$ cat src/rtl/lsu_lane_pkg.sv
package lsu_lane_pkg;

    // Access size code; an access spans 2**code bytes.
    typedef enum logic [1:0] {
        SZ_BYTE   = 2'd0,
        SZ_HALF   = 2'd1,
        SZ_WORD   = 2'd2,
        SZ_DOUBLE = 2'd3
    } lane_size_e;

endpackage

$ cat src/rtl/lsu_align_check.sv
module lsu_align_check
    import lsu_lane_pkg::*;
#(
    parameter int LANES = 8,
    localparam int OFF_W = $clog2(LANES)
) (
    input  lane_size_e       size_i,
    input  logic [OFF_W-1:0] off_i,
    output logic             misaligned_o
);
    logic [OFF_W:0] span_mask;

    always_comb begin
        span_mask    = (OFF_W+1)'(1) << size_i;
        span_mask    = span_mask - (OFF_W+1)'(1);
        misaligned_o = |({1'b0, off_i} & span_mask);
    end
endmodule

$ cat src/rtl/lsu_store_lane.sv
module lsu_store_lane
    import lsu_lane_pkg::*;
#(
    parameter int LANES = 8,
    localparam int OFF_W = $clog2(LANES),
    localparam int DW    = LANES * 8
) (
    input  lane_size_e       size_i,
    input  logic [OFF_W-1:0] off_i,
    input  logic [DW-1:0]    src_i,
    output logic [DW-1:0]    wdata_o,
    output logic [LANES-1:0] be_o
);
    logic [OFF_W:0] span;

    always_comb span = (OFF_W+1)'(1) << size_i;

    for (genvar j = 0; j < LANES; j++) begin : g_lane
        logic             hit;
        logic [OFF_W-1:0] src_idx;

        always_comb begin
            hit     = (j >= int'(off_i)) && (j < int'(off_i) + int'(span));
            src_idx = OFF_W'(j) - off_i;
            be_o[j] = hit;
            wdata_o[8*j +: 8] = hit ? src_i[8*src_idx +: 8] : 8'h00;
        end
    end
endmodule

$ cat src/rtl/lsu_load_lane.sv
module lsu_load_lane
    import lsu_lane_pkg::*;
#(
    parameter int LANES = 8,
    localparam int OFF_W = $clog2(LANES),
    localparam int DW    = LANES * 8
) (
    input  lane_size_e       size_i,
    input  logic             unsigned_i,
    input  logic [OFF_W-1:0] off_i,
    input  logic [DW-1:0]    rword_i,
    output logic [DW-1:0]    value_o
);
    logic [DW-1:0]  aligned;
    logic [OFF_W:0] span;
    logic           fill_bit;

    always_comb begin
        aligned  = rword_i >> {off_i, 3'b000};
        span     = (OFF_W+1)'(1) << size_i;
        fill_bit = 1'b0;
        if (!unsigned_i && int'(span) < LANES)
            fill_bit = aligned[8*int'(span) - 1];
    end

    for (genvar j = 0; j < LANES; j++) begin : g_byte
        always_comb begin
            if (j < int'(span)) value_o[8*j +: 8] = aligned[8*j +: 8];
            else                value_o[8*j +: 8] = {8{fill_bit}};
        end
    end
endmodule

$ cat src/rtl/lsu_lane_unit.sv
module lsu_lane_unit
    import lsu_lane_pkg::*;
#(
    parameter int LANES = 8,
    localparam int OFF_W = $clog2(LANES),
    localparam int DW    = LANES * 8
) (
    input  logic             clk,
    input  logic             rst_n,
    input  logic [1:0]       acc_size_i,
    input  logic             load_unsigned_i,
    input  logic [OFF_W-1:0] addr_lo_i,
    input  logic [DW-1:0]    store_data_i,
    input  logic [DW-1:0]    read_word_i,
    output logic [DW-1:0]    wr_data_o,
    output logic [LANES-1:0] wr_be_o,
    output logic [DW-1:0]    load_value_o,
    output logic             misaligned_o
);
    typedef struct packed {
        logic [DW-1:0]    wdata;
        logic [LANES-1:0] be;
        logic [DW-1:0]    lval;
        logic             mis;
    } lane_out_t;

    lane_size_e       size_sel;
    logic             mis_c;
    logic [DW-1:0]    st_data_c;
    logic [LANES-1:0] st_be_c;
    logic [DW-1:0]    ld_val_c;
    lane_out_t        out_d, out_q;

    always_comb size_sel = lane_size_e'(acc_size_i);

    lsu_align_check #(.LANES(LANES)) u_align (
        .size_i       (size_sel),
        .off_i        (addr_lo_i),
        .misaligned_o (mis_c)
    );

    lsu_store_lane #(.LANES(LANES)) u_store (
        .size_i  (size_sel),
        .off_i   (addr_lo_i),
        .src_i   (store_data_i),
        .wdata_o (st_data_c),
        .be_o    (st_be_c)
    );

    lsu_load_lane #(.LANES(LANES)) u_load (
        .size_i     (size_sel),
        .unsigned_i (load_unsigned_i),
        .off_i      (addr_lo_i),
        .rword_i    (read_word_i),
        .value_o    (ld_val_c)
    );

    always_comb begin
        out_d     = '0;
        out_d.mis = mis_c;
        if (!mis_c) begin
            out_d.wdata = st_data_c;
            out_d.be    = st_be_c;
            out_d.lval  = ld_val_c;
        end
    end

    always_ff @(posedge clk) begin
        if (!rst_n) out_q <= '0;
        else        out_q <= out_d;
    end

    assign wr_data_o    = out_q.wdata;
    assign wr_be_o      = out_q.be;
    assign load_value_o = out_q.lval;
    assign misaligned_o = out_q.mis;

    // Aligned accesses enable exactly 2**size lanes.
    assert_be_count_R2: assert property (@(posedge clk) disable iff (!rst_n)
        rst_n |=> (misaligned_o || $countones(wr_be_o) == (1 << $past(acc_size_i))));

    // A misaligned access touches nothing.
    assert_mis_quiet_R9: assert property (@(posedge clk) disable iff (!rst_n)
        misaligned_o |-> (wr_be_o == '0 && wr_data_o == '0 && load_value_o == '0));

    // A doubleword at a nonzero offset is always flagged.
    assert_dword_offset_R8: assert property (@(posedge clk) disable iff (!rst_n)
        (acc_size_i == 2'd3 && addr_lo_i != '0) |=> misaligned_o);

    // Unsigned byte loads leave the upper bits clear.
    assert_byte_zext_R7: assert property (@(posedge clk) disable iff (!rst_n)
        (acc_size_i == 2'd0 && load_unsigned_i) |=> (load_value_o[DW-1:8] == '0));

    // Signed word with a set top bit fills the upper half with ones.
    assert_word_sext_R5: assert property (@(posedge clk) disable iff (!rst_n)
        (acc_size_i == 2'd2 && !load_unsigned_i && addr_lo_i == '0 && read_word_i[31])
        |=> (&load_value_o[DW-1:32]));
endmodule

$ cat config.mk
export PLATFORM = sky130hd
export DESIGN_NAME = lsu_lane_unit
export DESIGN_NICKNAME = d
export VERILOG_FILES = /design/src/rtl/lsu_lane_pkg.sv /design/src/rtl/lsu_align_check.sv /design/src/rtl/lsu_store_lane.sv /design/src/rtl/lsu_load_lane.sv /design/src/rtl/lsu_lane_unit.sv
export SDC_FILE = /design/constraint.sdc
export NUM_CORES = 1
export LEC_CHECK = 0
export BUFFER_PORTS_ARGS = -buffer_cell sky130_fd_sc_hd__buf_4
export CAP_MARGIN = 40
export CORE_MARGIN = 2
export CORE_UTILIZATION = 56
export CTS_BUF_LIST = sky130_fd_sc_hd__clkbuf_2
export DETAILED_ROUTE_END_ITERATION = 8
export PLACE_DENSITY = 0.84
export SYNTH_ARGS = -nofsm -noshare
export SYNTH_HDL_FRONTEND = slang
export SYNTH_HIERARCHICAL = 1
export SYNTH_SLANG_ARGS = --single-unit
$ cat constraint.sdc
create_clock -name clk -period 3.95 [get_ports clk]
set_input_delay 0.79 -clock clk [delete_from_list [all_inputs] [get_ports clk]]
set_output_delay 0.79 -clock clk [all_outputs]
set_load 0.01 [all_outputs]
== After elaboration in Yosys (flattened, before gate mapping) ==
Index checks and enable logic that the tools add are counted.
Word-level totals
  logic and storage cells: 98
  output and inout port bits: 137
  bits in registers: 137
  input bits: 136
Cells by class
  $lt $le $gt $ge: 25
  add/subtract/negate cells: 11
  bitwise logic cells: 10
  reduce and logical (&&, ||, !) cells: 19
  shift operators: 10
  muxes and demuxes: 12
Operator list (count)
  64-bit by 7-bit variable part select with 8-bit output: 8
  4-bit by 32-bit less-than comparator with 1-bit output (first input constant): 4
  3-bit by 32-bit less-than comparator with 1-bit output (first input constant): 2
  8-bit two-way mux: 8
  64-bit by 6-bit right shift with 64-bit output: 1
  6-bit OR reduction: 8
  1-bit by 32-bit less-than comparator with 1-bit output (first input constant): 1
  2-bit by 32-bit less-than comparator with 1-bit output (first input constant): 1
  32-bit by 8-bit less-than comparator with 1-bit output (second input constant): 1
  3-bit by 4-bit less-than comparator with 1-bit output (first input constant): 4
  3-bit subtractor (first input constant): 4
  3-bit greater-or-equal comparator (first input constant): 3
  1-bit inverter: 9
  1-bit logical AND: 8
  1-bit by 4-bit less-than comparator with 1-bit output (first input constant): 2
  2-bit by 4-bit less-than comparator with 1-bit output (first input constant): 2
  7-bit by 1-bit subtractor with 8-bit output (second input constant): 1
  1-bit binary-select mux with 6-bit select: 1
  1-bit by 3-bit greater-or-equal comparator with 1-bit output (first input constant): 2
  2-bit by 3-bit greater-or-equal comparator with 1-bit output (first input constant): 2
  1-bit by 3-bit subtractor with 3-bit output (first input constant): 2
  2-bit by 3-bit subtractor with 3-bit output (first input constant): 2
  3-bit by 4-bit adder with 5-bit output: 1
  5-bit OR reduction: 1
  other kinds (7): 9

== Longest topological paths before layout ==
  depth after elaboration: 7
  gate-level depth with buffers: 13
  gate-level depth less buffers: 8

== By module ==
The synthesis kept the hierarchy.
By module, submodules not included
  lsu_lane_unit: cells each 304, sequential area each 2742.6 um^2, instances 1, area each 4180.3 um^2
  lsu_store_lane: cells each 406, sequential area each 0.0 um^2, instances 1, area each 3970.1 um^2
  lsu_load_lane: cells each 326, sequential area each 0.0 um^2, instances 1, area each 2321.0 um^2
  lsu_align_check: cells each 4, sequential area each 0.0 um^2, instances 1, area each 18.8 um^2

== Worst setup path before layout ==
OpenSTA, ideal clock, no wires.
  path type: input to register
  start: in addr_lo_i[1]
  end: reg out_q, in the netlist wr_data_o[43]
  path slack: 0.647 ns
  stages: 11
  arrival time: 3.188 ns
  cells stage by stage: clkbuf_1 buf_2 buf_2 inv_1 ha_1 buf_2 mux4_2 and2_1 a31oi_1 nor3_1 and3b_1
Between the ends
  cells in the longest elaborated chain, start to end: 5
  elaborated cells between the ends (all ways): 9
Ends and longest elaborated chain
  start: declaration: line lsu_lane_unit.sv:12  | input logic [OFF_W-1:0] addr_lo_i,
  3-bit by 4-bit adder with 5-bit output: line lsu_store_lane.sv:23  | hit = (j >= int'(off_i)) && (j < int'(off_i) + int'(span));
  4-bit by 32-bit less-than comparator with 1-bit output: line lsu_store_lane.sv:23
  1-bit logical AND: line lsu_store_lane.sv:23
  1-bit inverter (no line)
  6-bit OR reduction (no line)
  end signal: assignment: line lsu_lane_unit.sv:70  | else out_q <= out_d;
  end: declaration: line lsu_lane_unit.sv:32  | lane_out_t out_d, out_q;
Parallel ways exist; a longest one is shown, timed or not.
A chain may end at the register's enable or synchronous reset.

== Worst setup path after layout ==
  start: in addr_lo_i[0]
  end: reg out_q, in the netlist load_value_o[40]
Between the ends
  cells in the longest elaborated chain, start to end: 6
  elaborated cells between the ends (all ways): 8
Ends and longest elaborated chain
  64-bit by 6-bit right shift with 64-bit output *: line lsu_load_lane.sv:19  | aligned = rword_i >> {off_i, 3'b000};
  1-bit binary-select mux with 6-bit select: line lsu_load_lane.sv:23  | fill_bit = aligned[8*int'(span) - 1];
  1-bit two-way mux (implied by the code) (2 in a row): line lsu_load_lane.sv:23
  1-bit two-way mux: line lsu_load_lane.sv:22  | if (!unsigned_i && int'(span) < LANES)
  8-bit two-way mux *: line lsu_load_lane.sv:28  | if (j < int'(span)) value_o[8*j +: 8] = aligned[8*j +: 8];
  via ld_val_c[40]: line lsu_lane_unit.sv:31  | logic [DW-1:0] ld_val_c;
The timed path passes the listed nets; every way through them passes the cells marked *. The select of a mux whose other input is x is not followed.

==> qor.txt <==
Status -> complete, no violations
Pwr dens -> 297 nW/um2
CP startpoint kind -> primary input
Ranking of synthesized cells by area -> dfxtp_1, mux4_2, and3b_1
Max Cap Viol -> 0
CP max stage delay -> 0.67 ns
Worst slew pin tran -> 0.821 ns
Share of the synthesized area in the top cell type -> 26.1%
# clock sinks -> 137
DR vias -> 9754
Core Region -> 18500 um2
CTS Buffer Depth -> 2
Area Overhead vs Synth -> 20.1%
TritonCTS Buffers -> 17
H-tree levels -> 4
Hold_buf cts -> 0
Mapped Area -> 10500 um2
Row count -> 50
Cells after synthesis -> 1040
Net Switching -> 1390 uW
Post-DP HPWL -> 26200 um
Netlist cell types -> 63
CTS tree -> built
Internal power -> 2350 uW
Critical-path cell list -> buf_6, nor2b_1, a222oi_1, a21oi_2, a21boi_4, nand3_4, buf_12, o21ai_1, and3b_1
Pin count of the biggest net entering global routing -> 111
Nets@finish -> 1407
GRT overflow -> 0
Pins Over Slew Limit -> 0
Synth Register Bits -> 137
Power share of the clock group -> 23.1%
Most frequent cells in the layout -> buf_4, and3b_1, dfxtp_1, mux2i_1, nand2_1
Switching share of power -> 37.1%
Register area share after synthesis -> 26.1%
Vias in the first global route -> 9205
Die ar. -> 19800 um2
Most common cell after layout, fill and taps aside -> buf_4
Worst hold path type -> primary input to flip-flop
Vias per cell -> 6.49
DR pass1 iterations -> 7
Gate power share -> 37.7%
Max stage delay cell, worst path -> nor2b_1
Height of the chip -> 141 um
First-pass GRT wire length -> 52700 um
Maximum vdd drop -> 176 uV
Port Buf Inserts -> 272
Io pins -> 273
Worst path required time -> 4.65 ns
Crit path kind -> primary input to flip-flop
Final setup violation count -> 0
Ys Warns -> 6
Routed len/inst -> 23.2 um
Clk slew on worst S/H paths -> 0.25 ns
Ys flop type -> dfxtp_1
Unrepaired setup endpoints after global routing -> no
Chip width -> 141 um
Number of enable flip-flop cells after synthesis -> 0
DRT Wirelength -> 35000 um
Initial antenna violation count -> 1
Final Wtd Congestion -> 0.968
Clk root buf -> clkbuf_2
Initial Util -> 56.6%
Routed Antenna Nets -> 0
Slew Limit Headroom -> 45.3%
Final Cycle Share -> 71.2%
Final min period -> 2.81 ns
Reg power frac -> 39.3%
Share of post-route cells with drive strength above 1 -> 36.6%
Post CTS Setup Buffer Count -> 0
Largest area contributor in the netlist -> dfxtp_1
Gr usage total -> 34.6%
Post-cts resize count -> 0
Iteration-0 DRC Markers -> 905
Post-Route Setup TNS -> 0 ns
Syn nets -> 1191
CP Max Fanout -> 29
Peak Freq -> 355 MHz
Worst Path Arrival -> 3.51 ns
CP Capture Type -> flip-flop
Crit-path leading delay family -> simple AND/OR/NAND/NOR gates
Final Hold Fails -> 0
Final Total Pwr -> 3740 uW
Drt drc -> 0
Synthesized area per cell -> 10.1 um2
Asr flop ratio synth -> 0%
LEAKAGE -> 0.00611 uW
Crit path buf inv count -> 2
## flip-flops by register name, summed over array words and instances, names as in the netlist
register      count
load_value_o     64
wr_be_o           8
misaligned_o      1
wr_data_o        64
## power by group through the flow
stage	clock network, uW	logic [uW]	registers (uW)
CTS	874	1380	1470
global placement	0	1350	1500
detailed placement	0	1380	1500
floorplan	0	906	1520
finish	863	1410	1470
global route	943	1490	1470
## per-stage QoR
stage	worst slack, ns	instance area, um2	cells	hold slack (ns)	util (%)
floorplan	0.647	10500	1040	1.05	-
global placement	0.525	12300	1469	1.18	66.6
detailed placement	0.434	12400	1471	1.18	66.7
CTS	1.22	12600	1503	0.363	68.0
global route	1.00	12600	1504	0.348	68.1
finish	1.14	12600	1504	0.422	68.1
## layer usage
layer  wire length [um]  part of all wire (%)  track usage (%)
met1              13000                    37             42.8
met2              16500                    47             57.3
met3               3390                   9.7             6.42
met4               2070                   5.9             18.8
met5                  0                     0                0
## cell families after synthesis
| family | after synthesis | synth area share, % |
|---|---|---|
| buf+inv | 116 | 7.61 |
| compound gates | 179 | 11.7 |
| mux | 203 | 29.0 |
| fa+ha+maj | 15 | 1.86 |
| xor+xnor | 2 | 0.167 |
| simple gates | 388 | 23.5 |
| flops | 137 | 26.1 |
## final timing paths
kind / start / endpoint / slack, ns / cells past startpoint
min: read_word_i[59] / load_value_o[59]$_SDFF_PP0_ / 0.42 / 4
max: addr_lo_i[0] / load_value_o[40]$_SDFF_PP0_ / 1.14 / 9
## cell type report
type	count	area (um2)
clock buffers	17	85.1
clock inverters	15	156
repair buffers	304	2320
fillers	1537	5920
flip-flops and latches	137	2740
inverters	9	33.8
diodes	1	2.50
multi-input cells	787	6970
well taps	234	293
## cell usage after synthesis (8+ instances only)
master    number
and3b_1      137
dfxtp_1      137
mux2i_1      111
nand2_1       74
mux4_2        60
a21oi_1       57
nor3_1        43
nor2_1        39
buf_2         37
a31oi_1       30
and2_1        26
o21ai_0       26
nand2b_1      24
clkbuf_1      22
buf_6         21
o21ai_2       18
mux2_2        16
nor3b_1       16
ha_1          14
mux4_1        14
buf_4         12
nor2b_1        9
nand2_2        8
No activity file was read; power rests on OpenSTA's default activity.
